## src/rtl/pwm_audio_pkg.sv

```systemverilog
package pwm_audio_pkg;

  // Counting direction of the dual-slope counter.
  typedef enum logic {
    CNT_DOWN = 1'b0,
    CNT_UP   = 1'b1
  } cnt_dir_e;

endpackage

```

## src/rtl/pwm_slope_counter.sv

```systemverilog
module pwm_slope_counter
  import pwm_audio_pkg::*;
#(
  parameter int WIDTH = 8
) (
  input  logic             clk_i,
  input  logic             rst_i,
  input  logic             en_i,
  output logic [WIDTH-1:0] cnt_o,
  output cnt_dir_e         dir_o,
  output logic             at_top_o,
  output logic             pulse_o
);

  localparam logic [WIDTH-1:0] TOP = '1;
  localparam logic [WIDTH-1:0] BOT = '0;
  localparam logic [WIDTH-1:0] ONE = {{(WIDTH-1){1'b0}}, 1'b1};

  logic [WIDTH-1:0] cnt_q;
  cnt_dir_e         dir_q;
  logic             pulse_q;

  always_ff @(posedge clk_i) begin
    if (rst_i || !en_i) begin
      cnt_q   <= BOT;
      dir_q   <= CNT_UP;
      pulse_q <= 1'b0;
    end else begin
      // A pulse marks the clock in which the falling slope lands on zero.
      pulse_q <= (dir_q == CNT_DOWN) && (cnt_q == ONE);
      if (cnt_q == TOP) begin
        cnt_q <= TOP - ONE;
        dir_q <= CNT_DOWN;
      end else if (cnt_q == BOT) begin
        cnt_q <= ONE;
        dir_q <= CNT_UP;
      end else if (dir_q == CNT_UP) begin
        cnt_q <= cnt_q + ONE;
      end else begin
        cnt_q <= cnt_q - ONE;
      end
    end
  end

  assign cnt_o    = cnt_q;
  assign dir_o    = dir_q;
  assign at_top_o = en_i && (cnt_q == TOP);
  assign pulse_o  = pulse_q;

  // every enabled clock moves the count by exactly one step
  a_r1_single_step: assert property (@(posedge clk_i) disable iff (rst_i)
    ($past(en_i) && !$past(rst_i)) |->
      ((cnt_q == $past(cnt_q) + ONE) || (cnt_q == $past(cnt_q) - ONE)));

  // the ceiling is left at once, with no dwell
  a_r1_turn_at_top: assert property (@(posedge clk_i) disable iff (rst_i)
    (en_i && cnt_q == TOP) |=> (cnt_q == TOP - ONE));

  // the period pulse lasts one clock and coincides with a zero count
  a_r2_pulse_one_wide: assert property (@(posedge clk_i) disable iff (rst_i)
    pulse_q |=> !pulse_q);

  a_r2_pulse_at_bottom: assert property (@(posedge clk_i) disable iff (rst_i)
    pulse_q |-> (cnt_q == BOT));

  // a low enable clears the counter and the pulse
  a_r7_halt_clears: assert property (@(posedge clk_i) disable iff (rst_i)
    !en_i |=> ((cnt_q == BOT) && !pulse_q));

endmodule

```

## src/rtl/pwm_duty_buffer.sv

```systemverilog
module pwm_duty_buffer #(
  parameter int WIDTH = 8
) (
  input  logic             clk_i,
  input  logic             rst_i,
  input  logic             en_i,
  input  logic             at_top_i,
  input  logic             valid_i,
  input  logic [WIDTH-1:0] data_i,
  output logic             ready_o,
  output logic [WIDTH-1:0] act_o
);

  logic [WIDTH-1:0] pend_q;
  logic [WIDTH-1:0] act_q;
  logic             full_q;
  logic             take;
  logic             apply;

  assign take  = valid_i && !full_q;
  assign apply = at_top_i && full_q;

  // Holding stage: filled from the stream, emptied at the ceiling.
  always_ff @(posedge clk_i) begin
    if (rst_i) begin
      pend_q <= '0;
      full_q <= 1'b0;
    end else if (take) begin
      pend_q <= data_i;
      full_q <= 1'b1;
    end else if (apply) begin
      full_q <= 1'b0;
    end
  end

  // Active stage: read by the comparator, replaced only at the ceiling.
  always_ff @(posedge clk_i) begin
    if (rst_i || !en_i) begin
      act_q <= '0;
    end else if (apply) begin
      act_q <= pend_q;
    end
  end

  assign ready_o = !full_q;
  assign act_o   = act_q;

  // a waiting sample is not overwritten by values offered meanwhile
  a_r6_hold_waiting: assert property (@(posedge clk_i) disable iff (rst_i)
    (full_q && !apply) |=> $stable(pend_q));

  // the holding stage frees up on the clock after it is applied
  a_r6_ready_after_apply: assert property (@(posedge clk_i) disable iff (rst_i)
    apply |=> ready_o);

  // the active duty changes only at the ceiling
  a_r5_swap_at_top: assert property (@(posedge clk_i) disable iff (rst_i)
    (en_i && !at_top_i) |=> $stable(act_q));

  // a low enable clears the active duty
  a_r7_halt_zero_duty: assert property (@(posedge clk_i) disable iff (rst_i)
    !en_i |=> (act_q == '0));

endmodule

```

## src/rtl/pwm_edge_compare.sv

```systemverilog
module pwm_edge_compare
  import pwm_audio_pkg::*;
#(
  parameter int WIDTH = 8
) (
  input  logic             clk_i,
  input  logic             rst_i,
  input  logic             en_i,
  input  logic [WIDTH-1:0] cnt_i,
  input  cnt_dir_e         dir_i,
  input  logic [WIDTH-1:0] act_i,
  output logic             pwm_o
);

  localparam logic [WIDTH-1:0] TOP = '1;
  localparam logic [WIDTH-1:0] BOT = '0;

  logic pwm_q;
  logic mid_duty;

  assign mid_duty = (act_i != BOT) && (act_i != TOP);

  // Clear on the rising-slope match, set on the falling-slope match;
  // the two end values pin the output for the whole period.
  always_ff @(posedge clk_i) begin
    if (rst_i || !en_i) begin
      pwm_q <= 1'b0;
    end else if (act_i == BOT) begin
      pwm_q <= 1'b0;
    end else if (act_i == TOP) begin
      pwm_q <= 1'b1;
    end else if (cnt_i == act_i) begin
      pwm_q <= (dir_i == CNT_DOWN);
    end
  end

  assign pwm_o = pwm_q;

  // with a mid-range duty the output moves only on a compare match
  a_r3_edge_only_on_match: assert property (@(posedge clk_i) disable iff (rst_i)
    (en_i && mid_duty && (cnt_i != act_i)) |=> $stable(pwm_q));

  // the end values pin the output
  a_r4_zero_duty_low: assert property (@(posedge clk_i) disable iff (rst_i)
    (act_i == BOT) |=> !pwm_q);

  a_r4_full_duty_high: assert property (@(posedge clk_i) disable iff (rst_i)
    (en_i && act_i == TOP) |=> pwm_q);

endmodule

```

## src/rtl/pwm_audio_gen.sv

```systemverilog
module pwm_audio_gen
  import pwm_audio_pkg::*;
#(
  parameter int WIDTH = 8
) (
  input  logic             clk_i,
  input  logic             rst_i,
  input  logic             en_i,
  input  logic             duty_valid_i,
  input  logic [WIDTH-1:0] duty_data_i,
  output logic             duty_ready_o,
  output logic             pwm_o,
  output logic             period_pulse_o
);

  localparam int PERIOD = 2 * ((1 << WIDTH) - 1);
  localparam int GAP_W  = $clog2(PERIOD + 1) + 1;

  logic [WIDTH-1:0] cnt;
  cnt_dir_e         dir;
  logic             at_top;
  logic [WIDTH-1:0] act_duty;

  pwm_slope_counter #(.WIDTH(WIDTH)) u_counter (
    .clk_i    (clk_i),
    .rst_i    (rst_i),
    .en_i     (en_i),
    .cnt_o    (cnt),
    .dir_o    (dir),
    .at_top_o (at_top),
    .pulse_o  (period_pulse_o)
  );

  pwm_duty_buffer #(.WIDTH(WIDTH)) u_buffer (
    .clk_i    (clk_i),
    .rst_i    (rst_i),
    .en_i     (en_i),
    .at_top_i (at_top),
    .valid_i  (duty_valid_i),
    .data_i   (duty_data_i),
    .ready_o  (duty_ready_o),
    .act_o    (act_duty)
  );

  pwm_edge_compare #(.WIDTH(WIDTH)) u_compare (
    .clk_i (clk_i),
    .rst_i (rst_i),
    .en_i  (en_i),
    .cnt_i (cnt),
    .dir_i (dir),
    .act_i (act_duty),
    .pwm_o (pwm_o)
  );

  // Clock count since the last pulse or since enable, for the R1 check.
  logic [GAP_W-1:0] gap_q;

  always_ff @(posedge clk_i) begin
    if (rst_i || !en_i) begin
      gap_q <= '0;
    end else if (period_pulse_o) begin
      gap_q <= GAP_W'(1);
    end else begin
      gap_q <= gap_q + GAP_W'(1);
    end
  end

  // each pulse, including the first after enable, lands one period on
  a_r1_period_spacing: assert property (@(posedge clk_i) disable iff (rst_i || !en_i)
    period_pulse_o |-> (gap_q == GAP_W'(PERIOD)));

  // quiet outputs and a free holding stage after reset
  a_r8_reset_quiet: assert property (@(posedge clk_i)
    $past(rst_i) |-> (!pwm_o && !period_pulse_o && duty_ready_o));

endmodule

```

## config.mk

```make
export PLATFORM = sky130hd
export DESIGN_NAME = pwm_audio_gen
export DESIGN_NICKNAME = d
export VERILOG_FILES = /design/src/rtl/pwm_audio_pkg.sv /design/src/rtl/pwm_slope_counter.sv /design/src/rtl/pwm_duty_buffer.sv /design/src/rtl/pwm_edge_compare.sv /design/src/rtl/pwm_audio_gen.sv
export SDC_FILE = /design/constraint.sdc
export NUM_CORES = 1
export LEC_CHECK = 0
export ABC_AREA = 1
export BUFFER_PORTS_ARGS = -buffer_cell sky130_fd_sc_hd__buf_2
export CAP_MARGIN = 20
export CORE_ASPECT_RATIO = 0.75
export CORE_MARGIN = 1.5
export CORE_UTILIZATION = 36
export CTS_BUF_LIST = sky130_fd_sc_hd__clkbuf_4 sky130_fd_sc_hd__clkbuf_8 sky130_fd_sc_hd__clkbuf_16
export CTS_CLUSTER_SIZE = 12
export DETAILED_ROUTE_END_ITERATION = 16
export PLACE_DENSITY = 0.54
export REMOVE_ABC_BUFFERS = 1
export SYNTH_ARGS = -nofsm -noshare
export SYNTH_HDL_FRONTEND = slang
export SYNTH_SLANG_ARGS = --single-unit
export TNS_END_PERCENT = 30
```

## constraint.sdc

```tcl
create_clock -name clk_i -period 2.7 [get_ports clk_i]
set_input_delay 0.135 -clock clk_i [delete_from_list [all_inputs] [get_ports clk_i]]
set_output_delay 0.135 -clock clk_i [all_outputs]
set_load 0.05 [all_outputs]
```

==> results of run 1 <==
routing by layer:
layer | GRT usage [%] | wire length (um)
met5 | 0 | 0
met4 | 6.08 | 41
met3 | 3.94 | 163
met2 | 20.0 | 1080
met1 | 23.7 | 1710
synth_stat cells:
cell      number
nand2_1       45
inv_1         30
dfxtp_1       28
a21oi_1       26
o21ai_0       20
nand3_1       14
nor2_1        13
xnor2_1        5
ha_1           4
buf_2          3
nand3b_1       3
nor3_1         3
clkbuf_1       2
nand3_2        2
nand4_1        2
nor2_2         2
buf_4          1
buf_6          1
nor3_4         1
nor4_1         1
o211ai_1       1
xor2_1         1
worst max-delay path, delay by kind of cell, from the launching register on:
family / cells / cell delay (ps)
AO/OA/AOI/OAI: 2 / 280
AND/OR/NAND/NOR: 4 / 780
flip-flops: 1 / 430
adder cells (fa/ha/maj): 1 / 220
sequential cells by signal, indices dropped and copies added (netlist names):
register,flops
u_buffer.act_o,8
u_counter.cnt_o,8
u_counter.dir_o,1
u_compare.pwm_o,1
u_counter.pulse_o,1
u_buffer.pend_q,8
u_buffer.full_q,1
through the flow:
stage | instance area (um2) | utilization [%] | hold WS, ps | setup WS (ps)
2_1_floorplan | 1410 | - | 302 | 1240
3_3_place_gp | 1540 | 41.0 | 415 | 997
3_5_place_dp | 1540 | 41.0 | 421 | 964
4_1_cts | 1600 | 42.5 | 133 | 907
5_1_grt | 1600 | 42.5 | 166 | 720
6_report | 1600 | 42.5 | 128 | 924
worst paths after layout:
kind / cells past startpoint / slack, ps / endpoint
hold / removal: 3 / 130 / u_buffer.pend_q[3]
hold reg to reg: 2 / 460 / u_buffer.pend_q[2]
setup / recovery: 7 / 920 / u_buffer.act_o[3]
setup reg to reg: 7 / 920 / u_buffer.act_o[3]
power breakdown:
part | total (W) | internal, W | switching (W)
registers | 0.000428 | 0.000424 | 0.00000382
clock network | 0.000259 | 0.000131 | 0.000128
logic | 0.0000536 | 0.0000180 | 0.0000356
logic make-up after synthesis:
kind of cell	synth area share [%]
xor+xnor	3.63
compound gates	16.4
flops	38.7
buf+inv	10.6
simple gates	27.1
fa+ha+maj	3.46
layout make-up:
| class | count | area share [%] |
|---|---|---|
| clock buffer | 4 | 3.45 |
| inverter | 30 | 7.05 |
| multi-input combinational | 143 | 45.9 |
| sequential | 28 | 35.1 |
| tap | 52 | 4.08 |
| timing repair buffer | 14 | 4.39 |
==> impl_metrics.env, run 1 <==
export IMPL_ctsHoldBuffers=0
export IMPL_grt_ovfl_total=0
export IMPL_cts_tree="built"
export IMPL_dp_cells=267
export IMPL_yosysTopAreaCell="dfxtp_1"
export IMPL_fillers=418
export IMPL_synth_seq_cells=28
export IMPL_worstPathCellList="ha_1, nand3_2, nor2_2, nand3_2, nor2_2, o21ai_0, a21oi_1"
export IMPL_io_pins=15
export IMPL_place_congestion=0.852
export IMPL_die_w_um=76.2
export IMPL_die_area_um2=4410
export IMPL_min_path_type="in2reg"
export IMPL_antenna_found_initial=0
export IMPL_setup_viol=0
export IMPL_netlist_area_um2=1450
export IMPL_grt_max_degree=17
export IMPL_drv_cap=0
export IMPL_clk_pin_slew_ps=90
export IMPL_fin_crit_sh_pct=65.8
export IMPL_slew_violations=0
export IMPL_fmax_mhz=563
export IMPL_worstPathArrival_ps=1990
export IMPL_final_cell_mix="45 x nand2_1, 30 x inv_1, 28 x dfxtp_1"
export IMPL_post_cts_buffers=0
export IMPL_drt_initial_drc_count=45
export IMPL_die_height_um=57.9
export IMPL_drc=0
export IMPL_vias_per_cell=4.72
export IMPL_vias=1278
export IMPL_cp_start_kind="flip-flop"
export IMPL_powerDensity_nw_per_um2=464
export IMPL_worst_path_max_delay_cell="dfxtp_1"
export IMPL_cp_max_fo=11
export IMPL_drive_gt1_share_pct=10.5
export IMPL_clk_latency_ps=270
export IMPL_worstSetupEndpointType="flip-flop"
export IMPL_cp_required_ps=2910
export IMPL_crit_start="u_counter.cnt_o[0]"
export IMPL_r2r_start="u_counter.cnt_o[0]"
export IMPL_crit_type="reg2reg"
export IMPL_final_min_clock_period_ps=1780
export IMPL_ys_warn_count=0
export IMPL_cts_resized=0
export IMPL_outcome="finished, final reports clean"
export IMPL_root_buffer="clkbuf_8"
export IMPL_ys_seq_area_share_pct=38.7
export IMPL_hp_start="duty_data_i[3]"
export IMPL_ir_drop_mv=0.248
export IMPL_grt_pass1_vias=1142
export IMPL_clockBufferDepth=2
export IMPL_stdcell_count=271
export IMPL_syn_instance_count=208
export IMPL_tightest_slew_ps=740
export IMPL_antenna_cells=0
export IMPL_start_util_pct=38.5
export IMPL_io_buffers=14
export IMPL_critPathMaxStageDelay_ps=430
export IMPL_area_delta_synth_final_pct=10.3
export IMPL_synth_area_leaders="dfxtp_1 39%, nand2_1 12%, a21oi_1 9.0%"
export IMPL_grt_pass1_wl_um=5320
export IMPL_wl_per_cell_um=11.1
export IMPL_slew_headroom_pct=50.5
export IMPL_core_area_um2=3760
export IMPL_syn_area_per_cell_um2=6.96
export IMPL_grt_use_total_pct=15.4
export IMPL_fin_nets=236
export IMPL_drtAntennaViolNets=0
export IMPL_wirelength_um=3000
export IMPL_hold_violations=0
export IMPL_regArea_um2=561
export IMPL_first_pass_iters=4
export IMPL_hpwl_um=2330
export IMPL_ys_types=22
export IMPL_tns_ps=0
export IMPL_synth_top_cell_area_share_pct=38.7
export IMPL_finalClockSkew_ps=4.37
export IMPL_rows=19
export IMPL_final_common_cell="nand2_1"
export IMPL_cts_buffers=3
export IMPL_cellLeakagePower_nw=0.709
export IMPL_multi_input_area_um2=733
export IMPL_htreeDepth=1
export IMPL_rsz0062_at_grt="false"
export IMPL_clock_sink_count=28
export IMPL_total_power_w=0.000740
Note: power is estimated with default switching activity, not from simulation.
==> inputs of run 2 (changes only) <==
Settings changed: ABC_AREA 1 to 0, PLACE_DENSITY 0.54 to 0.56.
Clock period 2.7 ns to 1.6 ns, I/O delays scaled along.
==> run 2 against run 1 <==
  * Sequential share of layout area fell by 1.8 points
  * First-iteration DRC count rose by 140%
  * Utilization rose by 3.3 points
  * Largest cell class unchanged
==> impl_metrics.env, run 2 <==
export IMPL_outcome="finished, final reports clean"
export IMPL_power_frac_seq_pct=52.4
export IMPL_syn_area_per_cell_um2=8.78
export IMPL_final_min_clock_period_ps=1550
export IMPL_rows=19
export IMPL_start_util_pct=37.7
export IMPL_first_pass_iters=4
export IMPL_fin_crit_sh_pct=96.7
export IMPL_ys_seq_area_share_pct=40.4
export IMPL_synth_edf_count=0
export IMPL_powerDensity_nw_per_um2=816
export IMPL_min_path_type="in2reg"
export IMPL_htreeDepth=1
export IMPL_rr_worst_depth=5
export IMPL_io_buffers=14
export IMPL_crit_start="u_counter.cnt_o[1]"
export IMPL_die_height_um=56.8
export IMPL_fmax_mhz=646
export IMPL_ctsHoldBuffers=0
export IMPL_slew_violations=0
export IMPL_r2r_end="u_counter.cnt_o[6]"
export IMPL_cts_resized=0
export IMPL_synth_ff_type="dfxtp_1"
export IMPL_synth_seq_cells=28
export IMPL_cellLeakagePower_nw=0.641
export IMPL_antenna_found_initial=0
export IMPL_cp_start_kind="flip-flop"
export IMPL_ys_top_cells_by_count="28 x dfxtp_1, 23 x nand2_1, 13 x a21oi_1, 13 x xnor2_1, 12 x nor2_1"
export IMPL_tightest_slew_ps=522
export IMPL_worstSetupEndpointType="flip-flop"
export IMPL_synth_area_leaders="dfxtp_1 40%, xnor2_1 8.2%, mux2i_1 6.5%"
export IMPL_synth_top_cell_area_share_pct=40.4
export IMPL_clk_latency_ps=270
export IMPL_vias_per_cell=5.00
export IMPL_tns_ps=0
export IMPL_fin_nets=200
export IMPL_grt_use_total_pct=16.3
export IMPL_io_pins=15
export IMPL_grt_ovfl_total=0
export IMPL_grt_pass1_vias=1192
export IMPL_dpl_cell_area_um2=1590
export IMPL_switching_power_w=0.000293
export IMPL_die_area_um2=4240
export IMPL_slew_headroom_pct=65.1
export IMPL_clk_pin_slew_ps=100
export IMPL_netlist_area_um2=1390
export IMPL_clockBufferDepth=2
export IMPL_drt_initial_drc_count=107
export IMPL_drtAntennaViolNets=0
export IMPL_cp_required_ps=1800
export IMPL_root_buffer="clkbuf_8"
export IMPL_crit_type="reg2reg"
export IMPL_wirelength_um=3100
export IMPL_drive_gt1_share_pct=23.0
export IMPL_die_w_um=74.7
export IMPL_syn_instance_count=158
export IMPL_clockPowerShare_pct=40.8
export IMPL_final_area_um2=1690
export IMPL_area_delta_synth_final_pct=21.6
export IMPL_ys_warn_count=0
export IMPL_grt_pass1_wl_um=5380
export IMPL_cts_buffers=3
export IMPL_rsz0062_at_grt="true"
export IMPL_wl_per_cell_um=13.2
export IMPL_yosysTopAreaCell="dfxtp_1"
export IMPL_ys_types=35
export IMPL_worstPathArrival_ps=1740
export IMPL_final_cell_mix="27 x dfxtp_1, 22 x nand2_1, 14 x buf_2"
export IMPL_grt_max_degree=17
export IMPL_finalClockSkew_ps=2.76
export IMPL_clock_sink_count=28
export IMPL_hold_violations=0
export IMPL_holdWs_ps=38.0
export IMPL_final_common_cell="dfxtp_1"
export IMPL_p_int_w=0.00108
export IMPL_vias=1176
export IMPL_place_congestion=0.863
export IMPL_async_flop_share_pct=0
export IMPL_p_comb_share_pct=6.8
export IMPL_post_cts_buffers=0
export IMPL_synth_most_common_cell="dfxtp_1"
export IMPL_cts_tree="built"
export IMPL_hpwl_um=2410
export IMPL_ir_drop_mv=0.504
export IMPL_core_area_um2=3680
export IMPL_drc=0
export IMPL_hp_start="duty_data_i[7]"
export IMPL_min_to="u_buffer.pend_q[7]"
export IMPL_drv_cap=0
export IMPL_r2r_start="u_counter.cnt_o[1]"
export IMPL_r2r_slack_ps=50
export IMPL_antenna_cells=0
export IMPL_switching_share_pct=21.3
export IMPL_cp_max_fo=3
export IMPL_min_path_cells=3
export IMPL_setup_viol=0
## run 2: cell types whose count changed after synthesis, sizes merged, moves of 5 or more
cell,before,now
nand3,16,2
a21oi,26,13
mux2i,0,9
xnor2,5,13
nand2,45,23
inv,30,5
o21ai,20,7
or3,0,5
## run 2: stage by stage
stage	total power [W]	worst slack, ps	util, %	instances
finish	0.00138	52.5	45.8	235
global placement	0.000827	76.7	43.3	231
floorplan	0.000789	-44.3	-	151
detailed placement	0.000832	46.2	43.3	231
CTS	0.00139	24.7	45.2	235
global route	0.00143	-30.0	45.8	235
## run 2: per-layer routing
| layer | GRT usage [%] | wire length, um | vias to the layer above |
|---|---|---|---|
| met5 | 0 | 0 | - |
| met2 | 26.5 | 1390 | 24 |
| met3 | 3.23 | 99 | 6 |
| met4 | 3.12 | 57 | 0 |
| li1 | - | - | 601 |
| met1 | 22.4 | 1550 | 545 |
## run 2: how the worst max path moves through the flow
stage / slack (ps) / to / cells after the start
3_3_place_gp: 80 / u_counter.cnt_o[6] / 5
5_1_grt: -30 / u_counter.cnt_o[6] / 5
4_1_cts: 20 / u_counter.cnt_o[6] / 5
6_report: 50 / u_counter.cnt_o[6] / 5
2_1_floorplan: -40 / u_buffer.act_o[0] / 5
3_5_place_dp: 50 / u_counter.cnt_o[6] / 5
## run 2: area by class of cell
class	count	area, um2
fill	390	2000
multi-input combinational	118	782
sequential	28	562
clock buffer	3	41.3
clock inverter	1	30.0
timing repair buffer	28	188
tap	52	65.1
inverter	5	18.8
## run 2: cell families (layout without fill, tap and decap cells)
family / after synthesis / count (layout) / share of synthesized area (%)
multiplexers: 9 / 9 / 6.49
XOR/XNOR: 13 / 13 / 8.21
AO/OA/AOI/OAI: 28 / 28 / 11.5
flip-flops: 28 / 28 / 40.4
adder cells (fa/ha/maj): 4 / 4 / 3.61
AND/OR/NAND/NOR: 64 / 64 / 25.2
buffers and inverters: 12 / 37 / 4.69
## run 2: power by group through the flow
stage | Clock, W | Sequential (W) | Combinational, W
final | 0.000561 | 0.000722 | 0.0000934
after CTS | 0.000572 | 0.000722 | 0.0000939
after global routing | 0.000594 | 0.000724 | 0.000107
after global placement | 0 | 0.000737 | 0.0000903
after detailed placement | 0 | 0.000738 | 0.0000937
after floorplan | 0 | 0.000736 | 0.0000528
## run 2: critical path: stages, from the launching register on
cell and delay (ps):
dfxtp_1 360, ha_1 200, nand2_2 90, or3_2 430, and3_1 190, o31ai_1 200
==> inputs of run 3 (changes only) <==
Settings changed: CORE_MARGIN 1.5 to unset.
==> run 3 against run 2 <==
  * Via count up 0.34%
  * Flip-flop and latch count unchanged
  * Register-to-register slack about the same
  * Hold slack worse by 4.4 ps
  * Sequential share of layout area up 0.25 points
  * Global-route usage down 0.88 points
  * Critical path depth unchanged
  * Maximum frequency about the same
  * Power down 0.79%
  * Setup slack worse by 0.51 ps
  * Largest cell class unchanged
==> impl_metrics.env, run 3 (synthesized netlist as in run 2, its figures left out) <==
export IMPL_crit_type="reg2reg"
export IMPL_rows=19
export IMPL_worst_path_max_delay_cell="or3_2"
export IMPL_start_util_pct=37.7
export IMPL_cp_required_ps=1790
export IMPL_final_cell_mix="26 x dfxtp_1, 23 x nand2_1, 14 x buf_2"
export IMPL_final_util_pct=45.5
export IMPL_die_area_um2=4110
export IMPL_fin_nets=199
export IMPL_area_delta_synth_final_pct=20.9
export IMPL_worstSetupEndpointType="flip-flop"
export IMPL_clk_pin_slew_ps=90
export IMPL_dp_cells=230
export IMPL_fmax_mhz=646
export IMPL_dpl_cell_area_um2=1590
export IMPL_grt_max_degree=17
export IMPL_switching_share_pct=20.7
export IMPL_tns_ps=0
export IMPL_antenna_found_initial=0
export IMPL_rsz0062_at_grt="true"
export IMPL_switching_power_w=0.000283
export IMPL_vias=1180
export IMPL_drc=0
export IMPL_root_buffer="clkbuf_8"
export IMPL_cts_buffers=3
export IMPL_die_height_um=55.8
export IMPL_tightest_slew_ps=526
export IMPL_finalClockSkew_ps=2.57
export IMPL_clk_latency_ps=270
export IMPL_fin_ws_ps=51.9
export IMPL_fin_crit_sh_pct=96.8
export IMPL_post_cts_buffers=0
export IMPL_final_min_clock_period_ps=1550
export IMPL_fillers=354
export IMPL_drive_gt1_share_pct=22.5
export IMPL_final_common_cell="dfxtp_1"
export IMPL_setup_viol=0
export IMPL_drt_initial_drc_count=54
export IMPL_cts_tree="built"
export IMPL_cp_start_kind="flip-flop"
export IMPL_place_congestion=0.858
export IMPL_powerDensity_nw_per_um2=814
export IMPL_min_path_type="in2reg"
export IMPL_slew_headroom_pct=64.9
export IMPL_p_int_w=0.00108
export IMPL_p_comb_share_pct=6.7
export IMPL_hold_violations=0
export IMPL_grt_pass1_wl_um=4930
export IMPL_io_buffers=14
export IMPL_vias_per_cell=5.04
export IMPL_hpwl_um=2250
export IMPL_worstPathCellList="ha_2, nand2_1, or3_2, and3_1, o31ai_1"
export IMPL_cp_max_fo=3
export IMPL_clockBufferDepth=2
export IMPL_core_area_um2=3680
export IMPL_clockPowerShare_pct=40.5
export IMPL_final_area_um2=1680
export IMPL_io_pins=15
export IMPL_drtAntennaViolNets=0
export IMPL_critical_path_top_delay_family="simple AND/OR/NAND/NOR gates"
export IMPL_grt_pass1_vias=1040
export IMPL_stdcell_count=234
export IMPL_slew_violations=0
export IMPL_htreeDepth=1
export IMPL_wirelength_um=3000
export IMPL_die_w_um=73.7
export IMPL_power_frac_seq_pct=52.9
export IMPL_critPathBufInv=0
export IMPL_ir_drop_mv=0.453
export IMPL_cellLeakagePower_nw=0.631
export IMPL_grt_use_total_pct=15.4
export IMPL_place_ws_ps=54.7
export IMPL_critPathMaxStageDelay_ps=440
export IMPL_worstPathArrival_ps=1740
export IMPL_first_pass_iters=4
export IMPL_drv_cap=0
export IMPL_outcome="finished, final reports clean"
export IMPL_clock_sink_count=28
export IMPL_grt_ovfl_total=0
export IMPL_wl_per_cell_um=12.8
export IMPL_antenna_cells=0
run 3: final cells by class:
type | count | area [um2] | area share [%]
Sequential cell | 28 | 563 | 33.6
Clock buffer | 3 | 41.3 | 2.46
Clock inverter | 1 | 30.0 | 1.79
Tap cell | 52 | 65.1 | 3.88
Multi-Input combinational cell | 118 | 779 | 46.5
Inverter | 5 | 18.8 | 1.12
Timing Repair Buffer | 27 | 180 | 10.7
run 3: per-layer routing:
layer | GRT usage, % | share of wire [%] | vias to the layer above
li1 | - | - | 602
met1 | 21.6 | 49 | 545
met2 | 23.9 | 44 | 29
met3 | 4.53 | 4.9 | 4
met4 | 2.47 | 1.5 | 0
met5 | 0 | 0 | -
run 3: through the flow:
stage	total power, W	hold slack (ps)
floorplan	0.000789	149
global placement	0.000826	320
detailed placement	0.000829	328
CTS	0.00138	26.6
global route	0.00142	29.3
finish	0.00137	33.6
run 3: tightest hold or removal path: stages:
cell     delay, ps
buf_2           90
nand2_1         40
a21oi_1         50
run 3: final timing paths:
check                      from                  to  slack [ps]  cells after the start
max          u_counter.cnt_o[1]  u_counter.cnt_o[6]          50                      5
min reg2reg  u_buffer.pend_q[2]  u_buffer.pend_q[2]         460                      2
max reg2reg  u_counter.cnt_o[1]  u_counter.cnt_o[6]          50                      5
min              duty_data_i[2]  u_buffer.pend_q[2]          30                      3
run 3: power by group through the flow:
stage / sequential [W] / clock, W / combinational (W)
floorplan: 0.000736 / 0 / 0.0000528
global placement: 0.000737 / 0 / 0.0000884
detailed placement: 0.000738 / 0 / 0.0000908
CTS: 0.000722 / 0.000568 / 0.0000913
global route: 0.000725 / 0.000594 / 0.000102
finish: 0.000722 / 0.000553 / 0.0000909
run 3: what timing repair did:
action | 4_1_cts | 5_1_grt
resized for setup | 0 | 5
hold buffers | 0 | 0
setup endpoints to repair | 0 | 5
